$ cat src/rtl/tmr_pkg.sv
package tmr_pkg;

    // Counting scheme selected by mode_i
    typedef enum logic {
        SCHEME_FALL = 1'b0,
        SCHEME_SYM  = 1'b1
    } scheme_e;

    // Turning-point events produced by the counting core
    typedef struct packed {
        logic ovf;
        logic unf;
    } turn_evt_t;

endpackage

$ cat src/rtl/tmr_period_regs.sv
module tmr_period_regs #(
    parameter int CNT_W = 16
) (
    input  logic             clk,
    input  logic             rst_n,
    input  logic             wr_i,
    input  logic [CNT_W-1:0] data_i,
    input  logic             buffered_i,
    input  logic             upd_evt_i,
    output logic [CNT_W-1:0] period_o
);

    localparam logic [CNT_W-1:0] ALL_ONES = '1;

    typedef struct packed {
        logic [CNT_W-1:0] written;
        logic [CNT_W-1:0] buffer;
    } per_state_t;

    per_state_t state_d, state_q;

    always_comb begin
        state_d = state_q;
        if (wr_i) begin
            state_d.written = data_i;
        end
        // the buffer copies the value registered before this edge
        if (upd_evt_i) begin
            state_d.buffer = state_q.written;
        end
    end

    always_ff @(posedge clk or negedge rst_n) begin
        if (!rst_n) begin
            state_q <= '{written: ALL_ONES, buffer: ALL_ONES};
        end else begin
            state_q <= state_d;
        end
    end

    assign period_o = buffered_i ? state_q.buffer : state_q.written;


    buffer_hold_chk: assert property (@(posedge clk) disable iff (!rst_n)
        !upd_evt_i |=> $stable(state_q.buffer));


    direct_write_chk: assert property (@(posedge clk) disable iff (!rst_n)
        (wr_i && !buffered_i) |=> (buffered_i || period_o == $past(data_i)));

endmodule

$ cat src/rtl/tmr_count_core.sv
module tmr_count_core
    import tmr_pkg::*;
#(
    parameter int CNT_W = 16
) (
    input  logic             clk,
    input  logic             rst_n,
    input  logic             step_i,
    input  scheme_e          scheme_i,
    input  logic             sw_i,
    input  logic [CNT_W-1:0] period_i,
    output logic [CNT_W-1:0] count_o,
    output logic             dir_o,
    output turn_evt_t        evt_o
);

    localparam logic [CNT_W-1:0] ONE  = CNT_W'(1);
    localparam logic [CNT_W-1:0] ZERO = '0;

    typedef struct packed {
        logic [CNT_W-1:0] cnt;
        logic             dir;
    } core_state_t;

    core_state_t state_d, state_q;
    turn_evt_t   evt_d;

    logic [CNT_W-1:0] top_m1;
    logic             at_top_m1;
    logic             at_or_above_top;
    logic             at_one;
    logic             at_zero;

    assign top_m1          = period_i - ONE;
    assign at_top_m1       = (state_q.cnt == top_m1);
    assign at_or_above_top = (state_q.cnt >= period_i);
    assign at_one          = (state_q.cnt == ONE);
    assign at_zero         = (state_q.cnt == ZERO);

    always_comb begin
        state_d = state_q;
        evt_d   = '0;
        // the falling scheme always reports a falling direction
        if (scheme_i == SCHEME_FALL) begin
            state_d.dir = 1'b1;
        end

        if (sw_i) begin
            state_d.cnt = ZERO;
            state_d.dir = (scheme_i == SCHEME_FALL);
        end else if (step_i) begin
            unique case (scheme_i)
                SCHEME_FALL: begin
                    if (at_zero) begin
                        state_d.cnt = period_i;
                        evt_d.unf   = 1'b1;
                    end else begin
                        state_d.cnt = state_q.cnt - ONE;
                    end
                end
                SCHEME_SYM: begin
                    if (period_i == ZERO) begin
                        state_d.cnt = ZERO;
                        state_d.dir = 1'b0;
                    end else if (!state_q.dir) begin
                        if (at_top_m1) begin
                            state_d.cnt = state_q.cnt + ONE;
                            state_d.dir = 1'b1;
                            evt_d.ovf   = 1'b1;
                        end else if (at_or_above_top) begin
                            // period lowered below count: turn without an event
                            state_d.cnt = state_q.cnt - ONE;
                            state_d.dir = 1'b1;
                        end else begin
                            state_d.cnt = state_q.cnt + ONE;
                        end
                    end else begin
                        if (at_one) begin
                            state_d.cnt = ZERO;
                            state_d.dir = 1'b0;
                            evt_d.unf   = 1'b1;
                        end else if (at_zero) begin
                            state_d.dir = 1'b0;
                        end else begin
                            state_d.cnt = state_q.cnt - ONE;
                        end
                    end
                end
                default: state_d = state_q;
            endcase
        end
    end

    always_ff @(posedge clk or negedge rst_n) begin
        if (!rst_n) begin
            state_q <= '{cnt: ZERO, dir: 1'b0};
        end else begin
            state_q <= state_d;
        end
    end

    assign count_o = state_q.cnt;
    assign dir_o   = state_q.dir;
    assign evt_o   = evt_d;


    idle_hold_chk: assert property (@(posedge clk) disable iff (!rst_n)
        (!step_i && !sw_i) |=> $stable(count_o));


    fall_step_chk: assert property (@(posedge clk) disable iff (!rst_n)
        (step_i && !sw_i && scheme_i == SCHEME_FALL && count_o != ZERO)
        |=> count_o == $past(count_o) - ONE);


    sw_zero_chk: assert property (@(posedge clk) disable iff (!rst_n)
        sw_i |=> count_o == ZERO);

endmodule

$ cat src/rtl/tmr_update_ctrl.sv
module tmr_update_ctrl
    import tmr_pkg::*;
(
    input  logic      clk,
    input  logic      rst_n,
    input  turn_evt_t evt_i,
    input  logic      sw_i,
    input  logic      inhibit_i,
    input  logic      clr_i,
    output logic      upd_evt_o,
    output logic      update_o,
    output logic      flag_o
);

    typedef struct packed {
        logic pulse;
        logic flag;
    } upd_state_t;

    upd_state_t state_d, state_q;
    logic       raw_evt;

    assign raw_evt   = evt_i.ovf | evt_i.unf | sw_i;
    assign upd_evt_o = raw_evt & ~inhibit_i;

    always_comb begin
        state_d       = state_q;
        state_d.pulse = upd_evt_o;
        if (clr_i) begin
            state_d.flag = 1'b0;
        end
        // a set on the same clock overrides the clear
        if (upd_evt_o) begin
            state_d.flag = 1'b1;
        end
    end

    always_ff @(posedge clk or negedge rst_n) begin
        if (!rst_n) begin
            state_q <= '0;
        end else begin
            state_q <= state_d;
        end
    end

    assign update_o = state_q.pulse;
    assign flag_o   = state_q.flag;


    no_update_when_inhibited_chk: assert property (@(posedge clk) disable iff (!rst_n)
        inhibit_i |=> !update_o);


    flag_with_pulse_chk: assert property (@(posedge clk) disable iff (!rst_n)
        update_o |-> flag_o);


    flag_sticky_chk: assert property (@(posedge clk) disable iff (!rst_n)
        (flag_o && !clr_i) |=> flag_o);

endmodule

$ cat src/rtl/updown_reload_timer.sv
module updown_reload_timer
    import tmr_pkg::*;
#(
    parameter int CNT_W = 16
) (
    input  logic             clk,
    input  logic             rst_n,
    input  logic             enable_i,
    input  logic             tick_i,
    input  logic             mode_i,
    input  logic             period_wr_i,
    input  logic [CNT_W-1:0] period_data_i,
    input  logic             buffered_i,
    input  logic             sw_update_i,
    input  logic             upd_inhibit_i,
    input  logic             flag_clr_i,
    output logic [CNT_W-1:0] count_o,
    output logic             dir_o,
    output logic             update_o,
    output logic             flag_o
);

    logic             step;
    logic             upd_evt;
    logic [CNT_W-1:0] period;
    turn_evt_t        turn_evt;
    scheme_e          scheme;

    assign step   = enable_i & tick_i;
    assign scheme = scheme_e'(mode_i);

    tmr_period_regs #(.CNT_W(CNT_W)) u_period (
        .clk        (clk),
        .rst_n      (rst_n),
        .wr_i       (period_wr_i),
        .data_i     (period_data_i),
        .buffered_i (buffered_i),
        .upd_evt_i  (upd_evt),
        .period_o   (period)
    );

    tmr_count_core #(.CNT_W(CNT_W)) u_core (
        .clk      (clk),
        .rst_n    (rst_n),
        .step_i   (step),
        .scheme_i (scheme),
        .sw_i     (sw_update_i),
        .period_i (period),
        .count_o  (count_o),
        .dir_o    (dir_o),
        .evt_o    (turn_evt)
    );

    tmr_update_ctrl u_upd (
        .clk       (clk),
        .rst_n     (rst_n),
        .evt_i     (turn_evt),
        .sw_i      (sw_update_i),
        .inhibit_i (upd_inhibit_i),
        .clr_i     (flag_clr_i),
        .upd_evt_o (upd_evt),
        .update_o  (update_o),
        .flag_o    (flag_o)
    );

endmodule

$ cat config.mk
export PLATFORM = sky130hd
export DESIGN_NAME = updown_reload_timer
export DESIGN_NICKNAME = d
export VERILOG_FILES = /design/src/rtl/tmr_pkg.sv /design/src/rtl/tmr_period_regs.sv /design/src/rtl/tmr_count_core.sv /design/src/rtl/tmr_update_ctrl.sv /design/src/rtl/updown_reload_timer.sv
export SDC_FILE = /design/constraint.sdc
export NUM_CORES = 1
export LEC_CHECK = 0
export CAP_MARGIN = 20
export CORE_ASPECT_RATIO = 0.75
export CORE_MARGIN = 2
export CORE_UTILIZATION = 30
export CTS_BUF_LIST = sky130_fd_sc_hd__clkbuf_2 sky130_fd_sc_hd__clkbuf_4 sky130_fd_sc_hd__clkbuf_8
export CTS_CLUSTER_DIAMETER = 80
export DETAILED_ROUTE_END_ITERATION = 8
export HOLD_SLACK_MARGIN = 0.02
export PLACE_DENSITY_LB_ADDON = 0.08
export SYNTH_ARGS = -nofsm -noshare
export SYNTH_HDL_FRONTEND = slang
export SYNTH_SLANG_ARGS = --single-unit
$ cat constraint.sdc
create_clock -name clk -period 9.4 [get_ports clk]
set_input_delay 1.88 -clock clk [delete_from_list [all_inputs] [get_ports clk]]
set_output_delay 1.88 -clock clk [all_outputs]
set_load 0.02 [all_outputs]
# Word-level counts from Yosys, hierarchy flattened
# Cells that the tools add are included.
# classes
n_addsub	3
magnitude_cmp	1
n_eq_ne	3
n_mux	27
n_bitwise	6
reduce_logical	5
# ops
op	n
17-bit 2-to-1 mux	6
16-bit 2-to-1 mux	4
16-bit zero test	2
16-bit case mux with 2 select lines	1
16-bit by 1-bit subtractor with 16-bit output (second input constant)	2
16-bit by 1-bit adder with 16-bit output (second input constant)	1
16-bit by 1-bit == test with 1-bit output (second input constant)	1
16-bit == test	1
16-bit greater-or-equal comparator	1
1-bit 2-to-1 mux	12
2-bit 2-to-1 mux	3
6-bit != test (second input constant)	1
2-bit nonzero test	2
1-bit AND	2
1-bit NOT	2
1-bit bitwise OR	2
1-bit case mux with 2 select lines	1
2-bit AND reduction	1
# word_totals
reg_bits	51
input_bits	26

# Logic depth before layout (Yosys ltp)
# Gate-level depths: netlist (run 1).
# logic_depth
depth_word	13
ltp_mapped	16
ltp_nobuf	13

# Cells and area by module
# A second synthesis (run 1) with hierarchy kept.
# hier_totals
hier_cells	462
area_unflattened_um2	4440.5
# modules_own_cells
mod	n_inst	cells_per_inst	area_each_um2	seq_area_each_um2
tmr_count_core	1	369	2772.7	425.4
tmr_period_regs	1	86	1587.8	840.8
tmr_update_ctrl	1	6	73.8	50.0
updown_reload_timer	1	1	6.3	0.0

# Worst setup path before layout (run 1)
# OpenSTA, ideal clock, no wires.
# synth_timing
path_kind	input to register
start	input buffered_i
end	register u_core.state_q, in the netlist u_core.count_o[5]
setup_ps	124
arrival_time_ps	5770
path_slack_ps	3507
stages	16
n_path_buf	4
path_cell_list	buf_2 > buf_2 > buf_2 > mux2i_1 > ha_1 > or4bb_1 > a222oi_1 > o2111ai_1 > and3_4 > nor4_4 > nand4_2 > a21oi_2 > buf_4 > mux2i_1 > nor3_1 > a211o_1
# synth_via
elab_chain_cells	9
word_cells_on_any_way	15
cone_classes	1 x add/sub; 1 x order compare; 2 x eq/ne; 9 x mux; 2 x reduce/logical
# synth_rtl
element	line	text
from (decl)	updown_reload_timer.sv:13	input logic buffered_i,
16-bit 2-to-1 mux (*)	tmr_period_regs.sv:41	assign period_o = buffered_i ? state_q.buffer : state_q.written;
16-bit by 1-bit subtractor with 16-bit output or 16-bit greater-or-equal comparator (tied branches)	tmr_count_core.sv:34, tmr_count_core.sv:36	
16-bit == test or 16-bit 2-to-1 mux (tied branches)	tmr_count_core.sv:35, tmr_count_core.sv:70	
17-bit 2-to-1 mux	tmr_count_core.sv:66	if (at_top_m1) begin
17-bit 2-to-1 mux	tmr_count_core.sv:65	end else if (!state_q.dir) begin
17-bit 2-to-1 mux	tmr_count_core.sv:62	if (period_i == ZERO) begin
16-bit case mux with 2 select lines	tmr_count_core.sv:52	unique case (scheme_i)
17-bit 2-to-1 mux	tmr_count_core.sv:51	end else if (step_i) begin
17-bit 2-to-1 mux	tmr_count_core.sv:48	if (sw_i) begin
to (signal assigned)	tmr_count_core.sv:96	state_q <= '{cnt: ZERO, dir: 1'b0};
to (signal assigned)	tmr_count_core.sv:98	state_q <= state_d;
to (decl)	tmr_count_core.sv:25	core_state_t state_d, state_q;
# Every way passes the cells marked *; elsewhere a longest branch is shown, timed or not. The select of a mux whose other input is x is not followed.
# A chain may end at the register's enable or synchronous reset.

# Worst setup path after layout (run 1)
# layout_timing
start	input buffered_i
end	register u_core.state_q, in the netlist u_core.count_o[8]
# The elaborated chain is that of the path after synthesis.

==> flow_metrics.tcl, run 1 <==
set metrics [dict create \
    syn-num-nets 548 \
    antenna_cells 0 \
    cts_resized 0 \
    peakVddDrop_uv 160 \
    drt_wl_total_um 14300 \
    clkLatencyLatePin_ns 0.33 \
    tritoncts "built" \
    drc 0 \
    die_area_um2 15800 \
    drtPass1Iterations 5 \
    fin_crit_sh 0.734 \
    worstSetupPathType "input port to flop" \
    ys_seq_elements 51 \
    die_w_um 144 \
    hpwl_um 10700 \
    start_util 0.306 \
    slowest_stage "clkdlybuf4s50_1" \
    period_needed_ns 6.90 \
    status "finished clean" \
    maxCapViolations 0 \
    core-area_um2 14500 \
    die_h_um 109 \
    synth_cell_type_count 75 \
    fillers 1530 \
    async_flop_share 1.00 \
    clkSlewWorstSetupHoldPaths_ns 0.12 \
    path_max_fanout 22 \
    layout_commonest_cell "nor2_1" \
    crit_family "compound AO/OA/AOI/OAI gates" \
    synth_edf_count 0 \
    via_per_inst 5.56 \
    cts_buffers 5 \
    power_leakage_uw 0.00199 \
    critical_path_buf_inv_count 1 \
    slew_violations 0 \
    hold_buffers 0 \
    h-tree-depth 2 \
    cts_sinks 51 \
    hold_depth 2 \
    post_cts_buffers 0 \
    wl_per_cell_um 19.7 \
    slowest_delay_ns 0.97 \
    antenna_found_initial 1 \
    worstPathCellList "clkdlybuf4s50_1 > mux2i_1 > ha_1 > or4bb_1 > a222oi_1 > o2111ai_1 > and3_4 > nor4_4 > nand4_2 > a21oi_2 > mux2_2 > o31a_1 > o22ai_1" \
    hp-class "flop to flop" \
    yosys_warnings 0 \
    ant_nets 0 \
    reg2regPathDepth 12 \
    rows 38 \
    critPathLaunchType "input port" \
    finalHoldViolCount 0 \
    nets 573 \
    root_buffer "clkbuf_8" \
    tightestPinTransition_ns 0.970 \
    power.density_nw_per_um2 341 \
    relSlewSlack 0.348 \
    synthCells 501 \
    synth_flop_cell "dfstp_2" \
    netlist_area_um2 4430 \
    grt_pass1_vias 3988 \
    final_core_util 0.354 \
    area_growth_syn_to_layout_pct 15.4 \
    fin_setup_tns_ns 0 \
    grt.total_usage 0.193 \
    setup_viol 0 \
    drtIter0Drc 283 \
    end_kind "flop" \
    grt_max_degree 52 \
    clk_path_buf_depth 2 \
    ios 45 \
    portBuffers 44 \
    seq_area_frac_synth 0.297 \
    grt_pass1_wl_um 23100 \
    fmax_ghz 0.145 \
    arrival_ns 7.14 \
    required_ns 9.65 \
    power_uw 1740 \
    place.gp.congestion 0.898 \
    drive_gt1_frac 0.178 \
    crit_cells 13 \
    layout_common_cells "48 x nor2_1, 43 x clkdlybuf4s50_1, 37 x mux2_2" \
    vias 4040 \
    finClkSkew_ns 0.0186 \
    rsz0062_at_grt "false" \
    postSynthAreaPerCell_um2 8.84 \
    grt-ovfl-total 0 \
]
==> power breakdown <==
part | switching [uW] | internal [uW]
combinational | 667 | 470
sequential | 140 | 319
clock | 90.1 | 54.3
==> worst register-to-register path, delay by kind of cell (launching register included) <==
kind                       cells  cell delay [ns]
AOI/OAI and AO/OA              5             1.86
muxes                          2             0.69
and+or+nand+nor                4             1.28
adders and majority gates      1             0.30
DFF                            1             0.40
==> layer usage <==
layer  GRT usage  vias up  part of all wire
li1            -     1912                 -
met1       0.302     1990              0.53
met2       0.277      128              0.41
met3      0.0264       10             0.053
met4      0.0381        0            0.0078
met5           0        -                 0
==> kinds of logic after synthesis <==
family,Yosys count,synth area share
fa+ha+maj,21,0.0593
xor+xnor,34,0.0672
buf+inv,48,0.0444
simple gates,177,0.215
compound gates,111,0.173
mux,59,0.144
flops,51,0.297
==> stage by stage <==
stage	hold slack, ns	cells	setup slack (ns)	cell area (um2)
after detailed placement	0.520	719	2.17	5020
after global routing	0.587	727	2.03	5110
after CTS	0.540	727	2.50	5110
final	0.535	727	2.50	5110
after floorplan	0.604	501	3.51	4430
after global placement	0.520	719	2.30	5020
==> synth_stat cells, types with 6 or more instances <==
cell type / number / area, um2
inv_1: 16 / 60.1
a31oi_1: 6 / 37.5
dfstp_2: 32 / 841
clkbuf_1: 24 / 90.1
o21ai_0: 27 / 135
or3_1: 7 / 43.8
xor2_1: 8 / 70.1
nor4_1: 6 / 37.5
nor2_1: 48 / 180
xnor2_1: 26 / 228
a21oi_1: 16 / 80.1
dfrtp_1: 19 / 475
nor3_1: 18 / 90.1
nand4_1: 6 / 37.5
mux2i_1: 21 / 210
mux2_2: 37 / 417
ha_1: 21 / 263
a21o_1: 7 / 52.6
nand3_1: 22 / 110
nand2_1: 28 / 105
==> final cells by class <==
type,count,area (um2),share of cell area
multi-input combinational,402,2920,0.571
sequential,51,1320,0.258
timing repair buffer,49,473,0.0925
tap,200,250,0.0490
clock buffer,5,68.8,0.0135
inverter,17,63.8,0.0125
clock inverter,3,22.5,0.00441
==> worst paths after layout <==
check / slack (ns) / start / to
worst max-delay path: 2.50 / buffered_i / u_core.count_o[8]
worst min-delay path: 0.54 / u_upd.flag_o / u_upd.flag_o
worst max register to register: 4.77 / u_period.state_q[0] / u_core.count_o[8]
worst min register to register: 0.54 / u_upd.flag_o / u_upd.flag_o
max in group asynchronous: 7.29 / rst_n / u_core.count_o[0]
min in group asynchronous: 1.67 / rst_n / u_core.count_o[13]
==> flip-flops by register name, summed over array words and instances (netlist names) <==
| register | flops |
|---|---|
| u_core.dir_o | 1 |
| u_core.count_o | 16 |
| u_upd.update_o | 1 |
| u_upd.flag_o | 1 |
| u_period.state_q | 32 |
(Power assumes the default switching activity.)
==> run 2: changes to the inputs <==
==> constraint.sdc (replaced) <==
create_clock -name clk -period 5.8 [get_ports clk]
set_input_delay 1.16 -clock clk [delete_from_list [all_inputs] [get_ports clk]]
set_output_delay 1.16 -clock clk [all_outputs]
set_load 0.02 [all_outputs]
==> flow_metrics.tcl, run 2 (synthesis results as in run 1) <==
set metrics [dict create \
    hp-class "flop to flop" \
    hpwl_um 10800 \
    fin_ws_ns 0.416 \
    core-area_um2 14500 \
    die_w_um 144 \
    period_needed_ns 5.38 \
    cts_sinks 51 \
    hold_buffers 0 \
    slew_violations 0 \
    rsz0062_at_grt "false" \
    clkLatencyLatePin_ns 0.33 \
    grt_max_degree 52 \
    clk_path_buf_depth 2 \
    nets 586 \
    final_core_util 0.360 \
    end_kind "flop" \
    via_per_inst 5.51 \
    grtUsageMet3 0.0325 \
    drc 0 \
    finalHoldViolCount 0 \
    busiest_layer "met1" \
    start_util 0.306 \
    vias 4077 \
    r2r_setup_slack_ns 1.50 \
    finClkSkew_ns 0.0253 \
    largest_reg_flops 32 \
    portBuffers 44 \
    grt.total_usage 0.190 \
    grt_util_met2 0.279 \
    antenna_found_initial 0 \
    post_cts_buffers 0 \
    post-place-ws_ns 0.150 \
    power_leakage_uw 0.00205 \
    wl_per_cell_um 19.5 \
    fin_crit_sh 0.928 \
    ant_nets 0 \
    power_uw 2850 \
    required_ns 6.01 \
    worstSetupPathType "input port to flop" \
    regMostFlops "u_period.state_q" \
    drtIter0Drc 255 \
    relSlewSlack 0.366 \
    cts_resized 0 \
    die_area_um2 15800 \
    rows 38 \
    drtPass1Iterations 5 \
    drt_wl_total_um 14400 \
    layout_common_cells "48 x nor2_1, 43 x clkdlybuf4s50_1, 37 x mux2_2" \
    grt_pass1_wl_um 22400 \
    setup_viol 0 \
    grt-ovfl-total 0 \
    tritoncts "built" \
    status "finished clean" \
    path_max_fanout 8 \
    antenna_cells 0 \
    root_buffer "clkbuf_8" \
    grt_pass1_vias 3851 \
    cts_buffers 5 \
    clkSlewWorstSetupHoldPaths_ns 0.11 \
    maxCapViolations 0 \
    arrival_ns 5.59 \
    fin_setup_tns_ns 0 \
    tightestPinTransition_ns 0.942 \
    peakVddDrop_uv 183 \
    fillers 1504 \
    place.gp.congestion 0.894 \
    power.density_nw_per_um2 547 \
    h-tree-depth 2 \
    met1_usage 0.291 \
    critPathLaunchType "input port" \
    die_h_um 109 \
    layout_commonest_cell "nor2_1" \
    area_growth_syn_to_layout_pct 17.6 \
    fmax_ghz 0.186 \
    drive_gt1_frac 0.198 \
    ios 45 \
]
-- run 2: changes by cell type in the layout (fill, tap and decap cells not counted), sizes merged --
cell / previous run / this run
clkbuf: 5 / 6
buf: 6 / 19
clkinv: 2 / 1
-- run 2: critical path: stages --
cell,delay (ns)
clkdlybuf4s50_1,0.56
mux2i_1,0.29
ha_1,0.26
or4bb_1,0.49
a222oi_1,0.53
o2111ai_1,0.22
and3_4,0.21
nor4_4,0.35
nand4_2,0.22
a21oi_2,0.48
buf_4,0.25
mux2i_1,0.22
mux2i_1,0.24
nand3_1,0.09
-- run 2: final timing paths --
check	to	start	cells after the start
worst max-delay path	u_core.count_o[9]	buffered_i	14
max in group asynchronous	u_upd.flag_o	rst_n	2
worst max register to register	u_core.count_o[9]	u_period.state_q[16]	13
worst min-delay path	u_upd.flag_o	u_upd.flag_o	2
worst min register to register	u_upd.flag_o	u_upd.flag_o	2
min in group asynchronous	u_core.count_o[8]	rst_n	2
-- run 2: metrics by stage --
| stage | hold slack (ns) | cell area, um2 | std cells |
|---|---|---|---|
| 6_report | 0.532 | 5210 | 740 |
| 5_1_grt | 0.576 | 5210 | 740 |
| 4_1_cts | 0.547 | 5210 | 740 |
| 3_5_place_dp | 0.533 | 5120 | 732 |
| 3_3_place_gp | 0.511 | 5120 | 732 |
| 2_1_floorplan | 0.604 | 4430 | 501 |
-- run 2: area by class of cell --
cell class	count	area (um2)	share of cell area
multi-input combinational	402	2920	0.560
sequential	51	1320	0.253
timing repair buffer	62	571	0.110
tap	200	250	0.0480
clock buffer	6	76.3	0.0147
inverter	17	63.8	0.0123
clock inverter	2	15.0	0.00288
-- run 2: power breakdown --
part	internal [uW]	switching, uW
sequential	518	227
combinational	793	1080
clock	92.6	144
total	1400	1450
-- run 2: metal layers --
layer / up-vias / routed length (um)
met5: - / 0
met4: 0 / 108
met3: 9 / 840
met2: 124 / 6100
met1: 2007 / 7400
li1: 1937 / -
==> run 3: changes to the inputs <==
--- a/config.mk
+++ b/config.mk
@@ -8,7 +8,7 @@
 export CAP_MARGIN = 20
 export CORE_ASPECT_RATIO = 0.75
 export CORE_MARGIN = 2
-export CORE_UTILIZATION = 30
+export CORE_UTILIZATION = 54
 export CTS_BUF_LIST = sky130_fd_sc_hd__clkbuf_2 sky130_fd_sc_hd__clkbuf_4 sky130_fd_sc_hd__clkbuf_8
 export CTS_CLUSTER_DIAMETER = 80
 export DETAILED_ROUTE_END_ITERATION = 8
==> flow_metrics.tcl, run 3 (synthesis results as in run 1) <==
set metrics [dict create \
    status "finished clean" \
    worstSetupPathType "input port to flop" \
    rows 28 \
    ant_nets 0 \
    nets 584 \
    setup_viol 0 \
    power_leakage_uw 0.00205 \
    tritoncts "built" \
    arrival_ns 5.56 \
    fin_crit_sh 0.918 \
    largest_reg_flops 32 \
    grt_pass1_vias 3694 \
    antenna_found_initial 0 \
    hold_ws_ns 0.541 \
    drc 0 \
    required_ns 6.04 \
    h-tree-depth 2 \
    final_cells 643 \
    path_max_fanout 8 \
    vias 4159 \
    finClkSkew_ns 0.0130 \
    period_needed_ns 5.33 \
    clk_path_buf_depth 2 \
    grt.total_usage 0.299 \
    grt_max_degree 52 \
    clkSlewWorstSetupHoldPaths_ns 0.11 \
    die_h_um 82.4 \
    ios 45 \
    wl_per_cell_um 20.0 \
    die_w_um 109 \
    grt-ovfl-total 0 \
    hold_buffers 0 \
    maxCapViolations 0 \
    cts_resized 0 \
    placedCellCount 635 \
    post_cts_buffers 0 \
    tightestPinTransition_ns 0.893 \
    drtIter0Drc 472 \
    grt_pass1_wl_um 20300 \
    critPathLaunchType "input port" \
    finalHoldViolCount 0 \
    clkLatencyLatePin_ns 0.32 \
    fin_setup_tns_ns 0 \
    fillers 701 \
    drive_gt1_frac 0.195 \
    relSlewSlack 0.402 \
    die_area_um2 8950 \
    via_per_inst 6.47 \
    core-area_um2 7920 \
    layout_commonest_cell "nor2_1" \
    fmax_ghz 0.188 \
    regMostFlops "u_period.state_q" \
    drt_wl_total_um 12900 \
    root_buffer "clkbuf_8" \
    end_kind "flop" \
    drtPass1Iterations 5 \
    hp-class "flop to flop" \
    peakVddDrop_uv 517 \
    slew_violations 0 \
    hpwl_um 9580 \
    start_util 0.559 \
    layout_common_cells "48 x nor2_1, 43 x clkdlybuf4s50_1, 37 x mux2_2" \
    cts_sinks 51 \
    power.density_nw_per_um2 556 \
    area_growth_syn_to_layout_pct 14.7 \
    cts_buffers 5 \
    antenna_cells 0 \
    place.gp.congestion 0.961 \
    portBuffers 44 \
    rsz0062_at_grt "false" \
]
[run 3: routing by layer]
metal	vias to the layer above	GRT usage	share of wire
li1	1936	-	-
met4	0	0.0692	0.012
met1	1990	0.452	0.48
met5	-	0	0
met2	217	0.439	0.42
met3	16	0.0549	0.091
[run 3: area by class of cell]
class / count / area [um2] / area share
Inverter: 17 / 63.8 / 0.0126
Timing Repair Buffer: 60 / 556 / 0.109
Multi-Input combinational cell: 402 / 2920 / 0.574
Tap cell: 105 / 131 / 0.0259
Clock buffer: 6 / 82.6 / 0.0163
Sequential cell: 51 / 1320 / 0.259
Clock inverter: 2 / 15.0 / 0.00295
[run 3: stage by stage]
stage	area, um2	util	worst slack [ns]	power [uW]
global placement	4980	0.629	0.397	2510
global route	5080	0.642	0.142	3050
finish	5080	0.642	0.474	2820
floorplan	4430	-	0.627	2010
detailed placement	4980	0.629	0.203	2540
CTS	5080	0.642	0.533	2780
[run 3: worst paths after layout]
| path | startpoint | to | slack [ns] | depth (start not counted) |
|---|---|---|---|---|
| min in group asynchronous | rst_n | u_core.count_o[12] | 0.96 | 2 |
| setup reg to reg | u_period.state_q[16] | u_core.count_o[8] | 1.57 | 12 |
| hold reg to reg | u_upd.flag_o | u_upd.flag_o | 0.54 | 2 |
| hold / removal | u_upd.flag_o | u_upd.flag_o | 0.54 | 2 |
| max in group asynchronous | rst_n | u_core.count_o[8] | 4.42 | 2 |
| setup / recovery | buffered_i | u_core.count_o[8] | 0.47 | 13 |
[run 3: worst max-delay path: stages]
cell and delay, ns:
clkdlybuf4s50_1 0.56, mux2i_1 0.27, ha_1 0.26, or4bb_1 0.50, a222oi_1 0.53, o2111ai_1 0.20, and3_4 0.21, nor4_4 0.35
nand4_2 0.24, a21oi_2 0.49, mux2_2 0.41, o31a_1 0.24, o22ai_1 0.16
[run 3: power breakdown]
part | internal (uW) | switching [uW] | total, uW
sequential | 518 | 226 | 744
combinational | 790 | 1050 | 1840
clock | 98.3 | 137 | 235
